[src/rtl/pwr_mode_pkg.sv]
package pwr_mode_pkg;

    typedef enum logic [2:0] {
        PM_RUN        = 3'd0,
        PM_DOZE       = 3'd1,
        PM_NAP_ENTRY  = 3'd2,
        PM_NAP        = 3'd3,
        PM_QWAIT      = 3'd4,
        PM_SLEEP_ENTRY = 3'd5,
        PM_SLEEP      = 3'd6
    } pm_state_e;

    typedef enum logic [1:0] {
        TGT_NONE  = 2'd0,
        TGT_DOZE  = 2'd1,
        TGT_NAP   = 2'd2,
        TGT_SLEEP = 2'd3
    } pm_target_e;

    typedef struct packed {
        logic core;
        logic pll;
        logic tbase;
        logic snoop;
    } pm_domains_t;

    // Priority: sleep, then nap, then doze.
    function automatic pm_target_e pick_target(input logic doze, input logic nap,
                                               input logic sleep);
        if (sleep)     return TGT_SLEEP;
        else if (nap)  return TGT_NAP;
        else if (doze) return TGT_DOZE;
        else           return TGT_NONE;
    endfunction

    function automatic pm_domains_t domains_for(input pm_state_e st);
        pm_domains_t d;
        d = '{core: 1'b1, pll: 1'b1, tbase: 1'b1, snoop: 1'b1};
        case (st)
            PM_DOZE:  d.core = 1'b0;
            PM_NAP: begin
                d.core  = 1'b0;
                d.snoop = 1'b0;
            end
            PM_SLEEP: d = '{core: 1'b0, pll: 1'b0, tbase: 1'b0, snoop: 1'b0};
            default:  ;
        endcase
        return d;
    endfunction

    function automatic logic wants_quiesce(input pm_state_e st);
        return (st == PM_QWAIT) || (st == PM_SLEEP_ENTRY) || (st == PM_SLEEP);
    endfunction

endpackage

[src/rtl/pm_mode_select.sv]
module pm_mode_select
    import pwr_mode_pkg::*;
(
    input  logic       sel_doze,
    input  logic       sel_nap,
    input  logic       sel_sleep,
    input  logic       ext_irq,
    input  logic       smi_irq,
    input  logic       core_reset_req,
    output pm_target_e target,
    output logic       wake
);
    always_comb begin
        target = pick_target(sel_doze, sel_nap, sel_sleep);
        wake   = ext_irq | smi_irq | core_reset_req;
    end
endmodule

[src/rtl/pm_sequencer.sv]
module pm_sequencer
    import pwr_mode_pkg::*;
#(
    parameter int ENTRY_DELAY = 4
) (
    input  logic       clk,
    input  logic       rst,
    input  logic       cfg_we,
    input  logic       cfg_pwr_en,
    input  pm_target_e target,
    input  logic       wake,
    input  logic       quiesce_ack,
    output pm_state_e  state,
    output logic       pwr_en
);
    localparam int CW = (ENTRY_DELAY > 1) ? $clog2(ENTRY_DELAY) : 1;
    localparam logic [CW-1:0] LAST = CW'(ENTRY_DELAY - 1);

    pm_state_e      state_n;
    logic [CW-1:0]  cnt, cnt_n;

    always_comb begin
        state_n = state;
        cnt_n   = cnt;
        case (state)
            PM_RUN: begin
                if (pwr_en) begin
                    case (target)
                        TGT_DOZE:  state_n = PM_DOZE;
                        TGT_NAP: begin
                            state_n = PM_NAP_ENTRY;
                            cnt_n   = '0;
                        end
                        TGT_SLEEP: state_n = PM_QWAIT;
                        default:   state_n = PM_RUN;
                    endcase
                end
            end
            PM_NAP_ENTRY: begin
                if (cnt == LAST) state_n = PM_NAP;
                else             cnt_n   = cnt + CW'(1);
            end
            PM_QWAIT: begin
                if (quiesce_ack) begin
                    state_n = PM_SLEEP_ENTRY;
                    cnt_n   = '0;
                end
            end
            PM_SLEEP_ENTRY: begin
                if (cnt == LAST) state_n = PM_SLEEP;
                else             cnt_n   = cnt + CW'(1);
            end
            default: ;
        endcase
        if (wake) begin
            state_n = PM_RUN;
            cnt_n   = '0;
        end
    end

    always_ff @(posedge clk) begin
        if (rst) begin
            state  <= PM_RUN;
            cnt    <= '0;
            pwr_en <= 1'b0;
        end else begin
            state <= state_n;
            cnt   <= cnt_n;
            if (wake)        pwr_en <= 1'b0;
            else if (cfg_we) pwr_en <= cfg_pwr_en;
        end
    end
endmodule

[src/rtl/pm_domain_decode.sv]
module pm_domain_decode
    import pwr_mode_pkg::*;
(
    input  pm_state_e   state,
    output pm_domains_t dom,
    output logic        quiesce_req
);
    always_comb begin
        dom         = domains_for(state);
        quiesce_req = wants_quiesce(state);
    end
endmodule

[src/rtl/pm_dpm_gate.sv]
module pm_dpm_gate #(
    parameter int NUM_UNITS = 4
) (
    input  logic                 clk,
    input  logic                 rst,
    input  logic                 dpm_en,
    input  logic [NUM_UNITS-1:0] unit_idle,
    output logic [NUM_UNITS-1:0] unit_lowpwr
);
    for (genvar i = 0; i < NUM_UNITS; i++) begin : g_unit
        always_ff @(posedge clk) begin
            if (rst) unit_lowpwr[i] <= 1'b0;
            else     unit_lowpwr[i] <= dpm_en & unit_idle[i];
        end
    end
endmodule

[src/rtl/pwr_mode_ctrl.sv]
module pwr_mode_ctrl
    import pwr_mode_pkg::*;
#(
    parameter int NUM_UNITS   = 4,
    parameter int ENTRY_DELAY = 4
) (
    input  logic                 clk,
    input  logic                 rst,
    input  logic                 cfg_we,
    input  logic                 cfg_pwr_en,
    input  logic                 sel_doze,
    input  logic                 sel_nap,
    input  logic                 sel_sleep,
    input  logic                 quiesce_ack,
    input  logic                 ext_irq,
    input  logic                 smi_irq,
    input  logic                 core_reset_req,
    input  logic                 dpm_en,
    input  logic [NUM_UNITS-1:0] unit_idle,
    output logic [2:0]           pm_state,
    output logic                 pwr_en,
    output logic                 quiesce_req,
    output logic                 core_clk_en,
    output logic                 pll_en,
    output logic                 tbase_en,
    output logic                 snoop_en,
    output logic [NUM_UNITS-1:0] unit_lowpwr
);
    pm_target_e  target;
    logic        wake;
    pm_state_e   state;
    pm_domains_t dom;

    pm_mode_select u_sel (
        .sel_doze       (sel_doze),
        .sel_nap        (sel_nap),
        .sel_sleep      (sel_sleep),
        .ext_irq        (ext_irq),
        .smi_irq        (smi_irq),
        .core_reset_req (core_reset_req),
        .target         (target),
        .wake           (wake)
    );

    pm_sequencer #(.ENTRY_DELAY(ENTRY_DELAY)) u_seq (
        .clk         (clk),
        .rst         (rst),
        .cfg_we      (cfg_we),
        .cfg_pwr_en  (cfg_pwr_en),
        .target      (target),
        .wake        (wake),
        .quiesce_ack (quiesce_ack),
        .state       (state),
        .pwr_en      (pwr_en)
    );

    pm_domain_decode u_dec (
        .state       (state),
        .dom         (dom),
        .quiesce_req (quiesce_req)
    );

    pm_dpm_gate #(.NUM_UNITS(NUM_UNITS)) u_dpm (
        .clk         (clk),
        .rst         (rst),
        .dpm_en      (dpm_en),
        .unit_idle   (unit_idle),
        .unit_lowpwr (unit_lowpwr)
    );

    assign pm_state    = state;
    assign core_clk_en = dom.core;
    assign pll_en      = dom.pll;
    assign tbase_en    = dom.tbase;
    assign snoop_en    = dom.snoop;
endmodule

[config.mk]
export PLATFORM = sky130hd
export DESIGN_NAME = pwr_mode_ctrl
export DESIGN_NICKNAME = d
export VERILOG_FILES = /design/src/rtl/pwr_mode_pkg.sv /design/src/rtl/pm_mode_select.sv /design/src/rtl/pm_sequencer.sv /design/src/rtl/pm_domain_decode.sv /design/src/rtl/pm_dpm_gate.sv /design/src/rtl/pwr_mode_ctrl.sv
export SDC_FILE = /design/constraint.sdc
export NUM_CORES = 1
export LEC_CHECK = 0
export BUFFER_PORTS_ARGS = -buffer_cell sky130_fd_sc_hd__buf_2
export CORE_AREA = 2 2 39 41
export DETAILED_ROUTE_END_ITERATION = 8
export DIE_AREA = 0 0 41 43
export GPL_TIMING_DRIVEN = 0
export PLACE_DENSITY = 0.78
export SLEW_MARGIN = 40
export SYNTH_ARGS = -nofsm -noshare
export SYNTH_HDL_FRONTEND = slang
export SYNTH_HIERARCHICAL = 1
export SYNTH_SLANG_ARGS = --single-unit
[constraint.sdc]
create_clock -name clk -period 2.4 [get_ports clk]
set_input_delay 0.6 -clock clk [delete_from_list [all_inputs] [get_ports clk]]
set_output_delay 0.6 -clock clk [all_outputs]
set_load 0.02 [all_outputs]
Word-level counts from Yosys, hierarchy flattened:

Cells that the tools add are included.

* bits of input ports: 16
* bits in registers: 10
* output and inout bits: 13
* logic and storage cells: 58

* reduce and logical (&&, ||, !) cells: 11
* equal/unequal tests: 16
* bitwise gates (word level): 6
* add/sub/neg operators: 1
* mux-type cells: 17

Operators with widths (number)
* 2-bit 2-to-1 mux: 7
* 3-bit 2-to-1 mux: 4
* 3-bit case mux with 4 select lines: 1
* 5-bit AND reduction: 2
* 3-bit == test (second input constant): 3
* 3-bit case mux with 3 select lines: 1
* 2-bit == test (second input constant): 3
* 3-bit by 2-bit == test with 1-bit output (second input constant): 2
* 2-bit by 1-bit inequality test with 1-bit output (second input constant): 3
* 2-bit inequality test (second input constant): 3
* 2-bit case mux with 3 select lines: 1
* 2-bit OR reduction: 3
* 1-bit bitwise AND: 4
* 4-bit nonzero test: 1
* 3-bit by 1-bit == test with 1-bit output (second input constant): 1
* 3-bit logical NOT: 1
* 1-bit 2-to-1 mux: 3
* 3-bit nonzero test: 1
* 3-bit OR reduction: 1
* 2-bit by 1-bit adder with 2-bit output (second input constant): 1
* 2-bit by 1-bit == test with 1-bit output (second input constant): 1
* 1-bit logical OR: 2
* 1-bit OR: 2

Longest topological paths before layout:

Gate-level depths: netlist of the first run.

* word-level depth: 7
* depth in mapped cells: 6
* gate-level depth less buffers: 5

By module:

The synthesis of the first run kept the hierarchy.

Modules (own cells, without submodules)
* pm_sequencer: cells each 49, seq. area each 120.1 µm², instances 1, area an instance 410.4 µm²
* pm_dpm_gate: cells each 8, seq. area each 80.1 µm², instances 1, area an instance 115.1 µm²
* pm_domain_decode: cells each 7, seq. area each 0.0 µm², instances 1, area an instance 43.8 µm²
* pm_mode_select: cells each 4, seq. area each 0.0 µm², instances 1, area an instance 23.8 µm²

Worst setup path after synthesis of the first run:

Ideal clock, no wire load.

* path type: flip-flop to output port
* from: register u_seq.state[2]
* to: output pll_en
* data required time: 1.800 ns
* slack: 0.631 ns
* cell stages (with the launch flop): 4
* arrival time: 1.169 ns
* path buffers: 1
* cell sequence: dfxtp_1 nor2b_2 nand2_1 buf_4

* cells in the longest elaborated chain, start to end: 2

Ends and longest elaborated chain
* start: declaration: RTL line pm_sequencer.sv:13 `output pm_state_e state,`
* start signal: assignment: RTL line pm_sequencer.sv:67 `state <= state_n;`
* 3-bit == test: RTL line pwr_mode_pkg.sv:39 `case (st)`
* 2-bit 2-to-1 mux: RTL line pwr_mode_pkg.sv:39
* end: declaration: RTL line pwr_mode_ctrl.sv:24 `output logic pll_en,`

Every way passes these cells.

Worst setup path after layout of the first run:

Same ends and word-level chain as after synthesis.

==> summary.md, run 1 <==
The worst hold path startpoint is u_seq/cnt[1]$_SDFFE_PP0P_. The worst setup path is captured at an output port. The post-synthesis sequential element count was 10; the post-CTS setup buffer count was 0.

Of all nets on the critical path, the largest fanout is 12. The number of rows created at floorplan is 14. Across all hold checks on the routed design, the worst slack comes to 0.4937 ns. The nature of the critical path startpoint is a flip-flop.

Input and output buffers added on the ports amount to 28. The clock drives 10 sinks. Together, buffers and inverters on the worst path number 2. The min-delay analysis places its worst path in the category reg2reg.

The count of cells along the worst register-to-register path was 5; the transition time at the pin with the least slew margin was 0.3253 ns. Setup repair after global routing left no endpoint under its margin. Counting along the longest clock path gives a buffer depth of 2. In this run the mean area of a mapped cell was 8.722 µm². The die is 43 µm tall. The wire length after detailed routing was 1261 µm. The clock arrives with 0.003646 ns of skew. For the HPWL after detailed placement, the log shows 975 µm. The number of antenna-violating nets in the routed design was 0. The share of the yosys chip area belonging to registers was 33.76%.

The growth of design area from synthesis to finish is 30.80%. The pin count of the biggest net entering global routing came out at 13. The most common library cell in the layout ignoring fill and taps is buf_2.

The core region is 0.001384 mm². After technology mapping, the gate count stands at 68. The category of the critical setup timing path is reg2out. The startpoint identified for the worst register-to-register timing path is u_seq/state[1]$_SDFFE_PP0P_. Summed over all layers, the global routing overflow is 0.

In the layout the commonest cells are buf_2 (30), dfxtp_1 (10), nor2_1 (8). The ratio of total power to cell area was 404.2 mW/mm²; the max-slew violation count was 0. Clock latency on the worst-skew pair, taken at its later pin, is 0.26 ns. The chip width is 41 µm. The number of buffers inserted by hold repair at cts is 0, and the placed cell count is 112. The minimum period implied by the final worst setup slack is 1.973 ns, and the number of antenna violations at the first check in global routing is 0. The fraction of final layout cells with drive strength greater than 1 was 41.41%; the per-cell via count in the routed design was 5.278.

On the worst path, the slowest cell contributes a delay of 0.51 ns. After detailed routing, the number of remaining DRC violations is 0. The destination of the worst hold path was u_seq/cnt[1]$_SDFFE_PP0P_.

Worst max-slew margin expressed relative to the limit: 78.24%. Counting instances, the worst hold path has a depth of 2. Global routing consumed, over all layers together, 16.25% of the routing resources. After synthesis, the netlist uses 30 different library cells.

The number of top-level design ports was 29. The first-pass GRT wire length was 2007 µm; the final core area utilization was 56.06%. The run gives 118 as the number of nets at the end of the flow. In this run the cell area of the synthesized design comes to 593.1 µm².

For this configuration, the core starts out at a cell density of 42.86%. In this run the static leakage power is 0.0003506 µW. The iteration count of the initial detailed-routing pass came out at 4. The final cycle utilization of the critical path is 82.19%.

Walking the worst path, the cells encountered are nor2b_2, nand2_1, buf_4, buf_2. The slowest stage of the critical path belongs to the cell dfxtp_1. The run finished with clean final reports. The tool flagged a number of max-cap violations equal to 0. The worst voltage drop across the vdd grid was 0.0003449 V; the maximum clock rate was 506.9 MHz. In this run, the number of DRC markers left after iteration 0 of detailed routing was 20.

The endpoint identified for the worst register-to-register timing path is u_seq/cnt[0]$_SDFFE_PP0P_. TritonCTS built the clock tree. The repair_antennas step left the layout with diodes totalling 0. At the end of routability-driven placement, the weighted congestion stood at 0.8321. TritonCTS created 3 clock buffers.

After clock tree synthesis, the clock-pin slew on the worst setup and hold paths is 0.06 ns. During synthesis, Yosys emitted a total of 6 warnings. The run gives 0.89 ns as the reg-to-reg setup timing slack.

The number of H-tree levels is 1, and the total negative slack for setup checks is 0 ns. Number of hold violations in the final report: 0. The synthesized net count is 85, and the mean routed wirelength per cell is 10.97 µm. The tree is rooted in a clkbuf_4.

The number of gates given a new drive strength after cts is 0, and the data arrival time of the critical path is 1.37 ns. The routed layout has 607 vias. The final cell count without fillers was 115.

Overall power consumption after layout is estimated at 313.6 µW. Setup violations remaining at the end of the flow were counted as 0. In this design, the largest share of critical-path delay is due to flip-flops.

For the number of global-route vias before repair, the log shows 525. The floorplan step defined a die boundary enclosing 0.001763 mm². For the worst setup path, the data required time is 1.80 ns.
## where the power goes
part	internal (µW)	total [µW]	leakage [µW]	switching [µW]
Clock	57.7	110	0.0000138	52.3
Combinational	18.2	33.9	0.000256	15.7
Sequential	169	170	0.0000812	0.832
Total	245	314	0.000351	68.9
## final cells by class
| type | instances | area (µm²) |
|---|---|---|
| Sequential cell | 10 | 200.2 |
| Clock buffer | 3 | 22.52 |
| Multi-Input combinational cell | 49 | 352.8 |
| Timing Repair Buffer | 28 | 140.1 |
| Buffer | 4 | 21.27 |
| Inverter | 5 | 18.77 |
| Tap cell | 16 | 20.02 |
| Fill cell | 135 | 608.1 |
## logic make-up (layout without fill, tap and decap cells)
group                      after synthesis  after routing  share of synthesized area (%)
adders and majority gates                1              1                          2.109
and+or+nand+nor                         26             26                          28.48
AOI/OAI and AO/OA                       19             19                          23.84
DFF                                     10             10                          33.75
buffers and inverters                    9             40                          6.751
muxes                                    3              3                          5.063
## layer usage
metal	wire [µm]	track usage [%]
met5	0	0
met4	18	6.000
met3	122	3.665
met2	567	24.69
met1	553	21.57
## metrics by stage
| stage | setup WS [ns] | cell area [µm²] |
|---|---|---|
| floorplan | 0.6306 | 593.1 |
| global placement | 0.5479 | 753.2 |
| detailed placement | 0.5384 | 753.2 |
| CTS | 0.4103 | 775.7 |
| global route | 0.3326 | 775.7 |
| finish | 0.4273 | 775.7 |
## worst max path at each step
| stage | from | end | slack [ns] | depth (start not counted) |
|---|---|---|---|---|
| global route | u_seq/state[2]$_SDFFE_PP0P_ | pll_en | 0.33 | 4 |
| CTS | u_seq/state[2]$_SDFFE_PP0P_ | pll_en | 0.41 | 4 |
| detailed placement | sel_nap | u_seq/cnt[0]$_SDFFE_PP0P_ | 0.54 | 5 |
| global placement | sel_nap | u_seq/cnt[0]$_SDFFE_PP0P_ | 0.55 | 5 |
| finish | u_seq/state[2]$_SDFFE_PP0P_ | pll_en | 0.43 | 4 |
| floorplan | u_seq/state[2]$_SDFFE_PP0P_ | pll_en | 0.63 | 3 |
## synth_stat cells
master     count  area (µm²)
o41a_1         1       11.26
nand4bb_2      1       16.27
dfxtp_1       10       200.2
or2_2          2       12.51
nor2b_1        3       18.77
or2b_1         1       7.510
a311oi_1       3       26.28
o21ai_1        1       5.000
o32ai_1        1       8.760
a21o_1         1       7.510
clkbuf_1       1       3.750
a22o_1         1       8.760
nand2_1        3       11.26
mux2i_1        3       30.03
or4b_4         1       13.76
inv_1          5       18.77
ha_1           1       12.51
a21oi_1        4       20.02
o2111ai_1      1       8.760
a21boi_0       1       7.510
buf_4          1       7.510
a22oi_1        1       7.510
o211ai_2       1       12.51
nor2b_2        2       17.52
and3b_1        4       35.03
nor2_1         8       30.03
or3_1          1       6.260
o21ai_0        2       10.01
buf_2          2       10.01
o31ai_1        1       7.510
## worst min-delay path, stage by stage, from the launching register on
cell and delay [ns]:
dfxtp_1 0.33, inv_1 0.05, o31ai_1 0.06
## flip-flops by register name, indices dropped and copies added, names as in the netlist
signal,flops
u_seq/cnt,2
u_seq/pwr_en,1
u_dpm/unit_lowpwr,4
u_seq/state,3
Power figures use the tool's default switching activity.
==> run 2, diff against run 1 <==
Settings changed: CORE_AREA 2 2 39 41 to 2 2 41 43, DIE_AREA 0 0 41 43 to 0 0 43 45, PLACE_DENSITY 0.78 to 0.71.
Clock period 2.4 ns to 1.9 ns, I/O delays scaled along.
==> run 2 against run 1 <==
  * Clock-buffer cell count rose by 1
  * Setup slack worse by 0.27 ns
  * Wire length up 4.4%
  * Utilization is 2.3 points lower
  * Sequential cell count unchanged
  * Global-route usage shrank 0.71 points
  * Non-clock buffer count unchanged
  * Critical path depth unchanged
  * Combinational power up 27%
  * Sequential share of layout area fell by 0.33 points
  * Clock skew rose by 0.0018 ns
  * Die area grew 9.8%
  * Largest power group unchanged
  * Highest routed layer unchanged
==> summary.md, run 2 (synthesis results as in run 1) <==
The run gives 0.7736 (-7.0%) as the final estimated routing congestion in global placement. The run gives 1.42 ns (-0.38 ns) as the critical path data required time. The run gives 0 ns (unchanged) as the total negative slack for setup checks. The tools report the number of rows created at floorplan as 14 (unchanged). The post-CTS setup buffer count was 0 (unchanged); the die outline height was 45 µm (+4.7%). The tools report the source of the worst register-to-register timing path as u_seq/state[1]$_SDFFE_PP0P_. For the pin count of the biggest net entering global routing, the log shows 13 (unchanged).

The register with the most flip-flops in the final layout is u_dpm/unit_lowpwr. The per-cell via count in the routed design came out at 5.224 (-1.0%). The maximum single-stage delay on the critical path was 0.44 ns (-0.07 ns).

The ratio of total power to cell area works out to 566.5 mW/mm² (+40%). Category of the critical setup timing path: reg2out. The number of input and output port buffers inserted is 28 (unchanged). For the number of top-level design ports, the log shows 29 (unchanged). The number of global-route vias before repair is 514 (-2.1%), and the sum of overflow across all layers after global routing is 0 (unchanged). The clock power share was 42.6% (+7.5 points); the clock-pin slew on the worst setup and hold paths was 0.07 ns (about the same).

The transition time at the pin with the least slew margin was 0.3186 ns (-0.006771 ns); the total internal power was 352.4 µW (+44%). For hold timing, the worst endpoint is u_dpm/unit_lowpwr[1]$_SDFF_PP0_. The worst hold path begins at unit_idle[1]. The tools report the number of nets at the end of the flow as 118 (unchanged). The nature of the critical path startpoint was a flip-flop.

The chip width works out to 43 µm (+4.9%). Clock root buffer: clkbuf_4. Among cell families on the critical path, the largest total delay comes from flip-flops. Area of the die: 0.001935 mm² (+9.8%).

The number of sinks on the clock net was 10 (unchanged). The fraction of final layout cells with drive strength greater than 1 is 43.00% (+1.6 points), and the number of buffers inserted by hold repair at cts is 0 (unchanged). The first-pass GRT wire length is 2111 µm (+5.2%). STA classifies the critical path endpoint as an output port.

For the number of antenna violations at the first check in global routing, the log shows 0 (unchanged). Dividing the final minimum period by the clock period gives 91.48%. The mean routed wirelength per cell is 11.34 µm (+3.5%). HPWL after detailed placement: 1002 µm (+2.8%).

Setup repair after global routing left no endpoint under its margin. The placeable core area was 0.001471 mm² (+6.3%); the area occupied by multi-input gates was 352.8 µm² (unchanged). The library cell used most frequently in the layout, excluding fill and tap cells, is buf_2. Count of cells along the worst register-to-register path: 5 (unchanged).

The tools report the final number of setup-violating endpoints as 0 (unchanged). The combinational group share of total power was 9.6% (-1.2 points). The max-cap violation count is 0 (unchanged).

The tools report the clock insertion delay at the later pin of the skew report as 0.27 ns (about the same). The number of CTS-inserted buffers was 3 (unchanged). For the reg-to-reg setup timing slack, the log shows 0.41 ns (-0.48 ns).

Traced cell by cell, the critical path runs through nor2b_2, nand2_1, buf_4, buf_2. The combined buffer and inverter count along the critical path works out to 2 (unchanged). The terminus of the critical flop-to-flop path was u_seq/state[2]$_SDFFE_PP0P_.

The instance count along the most critical hold path works out to 2 (unchanged). The static leakage was 0.0003583 µW (+2.2%); the switching share of power was 21.33% (-0.64 points). The run finished with clean final reports. The wire length after detailed routing is 1316 µm (+4.4%), and the max-slew violation count is 0 (unchanged). The run gives 606 (-0.16%) as the count of vias placed by the detailed router.

For the number of hold violations in the final report, the log shows 0 (unchanged). The worst voltage drop across the vdd grid is 0.0003419 V (-0.88%), and the register share of total power is 47.8% (-6.3 points). The logic depth of the worst setup path including buffers is 4 (unchanged). The largest registers in the layout are u_dpm/unit_lowpwr: 4 flops, u_seq/state: 3 flops, u_seq/cnt: 2 flops. The logs give 161 (+19%) for the fill cell instance count of the final layout and 12 (-40%) for the initial DRC count.

The final core area utilization was 53.74% (-2.3 points); the initial core utilization was 40.31% (-2.6 points). TritonCTS built the clock tree. The logs give 1 (unchanged) for the number of H-tree levels and 753.2 µm² (unchanged) for the total placed instance area.

The tools report the worst max-slew margin expressed relative to the limit as 78.70% (+0.45 points). The setup skew after layout came out at 0.005409 ns (+0.001763 ns). The flip-flop count of the largest register after layout is 4 (unchanged). From synthesis to final layout, the design area changed by 33.33%.

The run gives 201.4 µm² (+0.62%) as the footprint of the flip-flops and latches. For this design, the slowest cell found on the critical path is dfxtp_2. The data arrival time of the critical path came out at 1.26 ns (-0.11 ns). In the layout the commonest cells are buf_2 (30), dfxtp_1 (9), nor2_1 (8).

For the area of all placed cells without fillers, the log shows 790.8 µm² (+1.9%). The worst path needs 1.738 ns of the cycle, external delays included. The global-route usage over all layers was 15.54% (-0.71 points); the iteration count of the initial detailed-routing pass was 4 (unchanged). Largest driver fanout on the critical path: 12 (unchanged). For the antenna diode count, the log shows 0 (unchanged).

Kind of path behind the tightest hold check: in2reg. For the switching power, the log shows 95.53 µW (+39%). The DRC violation count after routing is 0 (unchanged), and the number of antenna-violating nets in the routed design is 0 (unchanged).

The deepest clock path buffer count was 2 (unchanged); the maximum clock rate was 575.3 MHz.
## run 2: worst max path at each step
stage	from	to	slack (ns)
after floorplan	u_seq/state[2]$_SDFFE_PP0P_	pll_en	0.26
after global placement	smi_irq	u_seq/cnt[1]$_SDFFE_PP0P_	0.18
after detailed placement	smi_irq	u_seq/cnt[1]$_SDFFE_PP0P_	0.1
after CTS	u_seq/state[2]$_SDFFE_PP0P_	pll_en	0.03
after global routing	u_seq/state[2]$_SDFFE_PP0P_	pll_en	0.05
final	u_seq/state[2]$_SDFFE_PP0P_	pll_en	0.16
## run 2: layer usage
| metal | vias up | GRT usage, % | part of all wire, % |
|---|---|---|---|
| met4 | 0 | 14.55 | 1.8 |
| met2 | 33 | 26.06 | 48 |
| li1 | 310 | - | - |
| met3 | 2 | 2.400 | 8.4 |
| met1 | 261 | 16.83 | 42 |
| met5 | - | 0 | 0 |
## run 2: power by group through the flow
stage	sequential, µW	combinational (µW)	clock, µW
5_1_grt	214	47.5	212
3_3_place_gp	219	41.3	0
2_1_floorplan	224	16.1	0
3_5_place_dp	219	42.8	0
6_report	214	42.9	191
4_1_cts	214	42.9	199
## run 2: final cells by class
cell class	count	area share (%)
timing repair buffer	28	17.72
inverter	5	2.373
buffer	4	2.690
clock buffer	4	4.589
sequential	10	25.47
tap	16	2.532
multi-input combinational	49	44.62
## run 2: what timing repair did
item	CTS	global route
setup endpoints to repair	0	1
hold endpoints to repair	0	0
gates resized for setup	0	1
## run 2: metrics by stage
step	hold WS (ns)	total power [µW]	worst slack (ns)	cells
finish	0.4397	448.0	0.1619	116
global route	0.4262	474.5	0.04724	116
CTS	0.4318	456.0	0.03223	116
detailed placement	0.4892	261.9	0.09701	112
global placement	0.4689	260.2	0.1781	112
floorplan	0.4529	240.0	0.2556	68
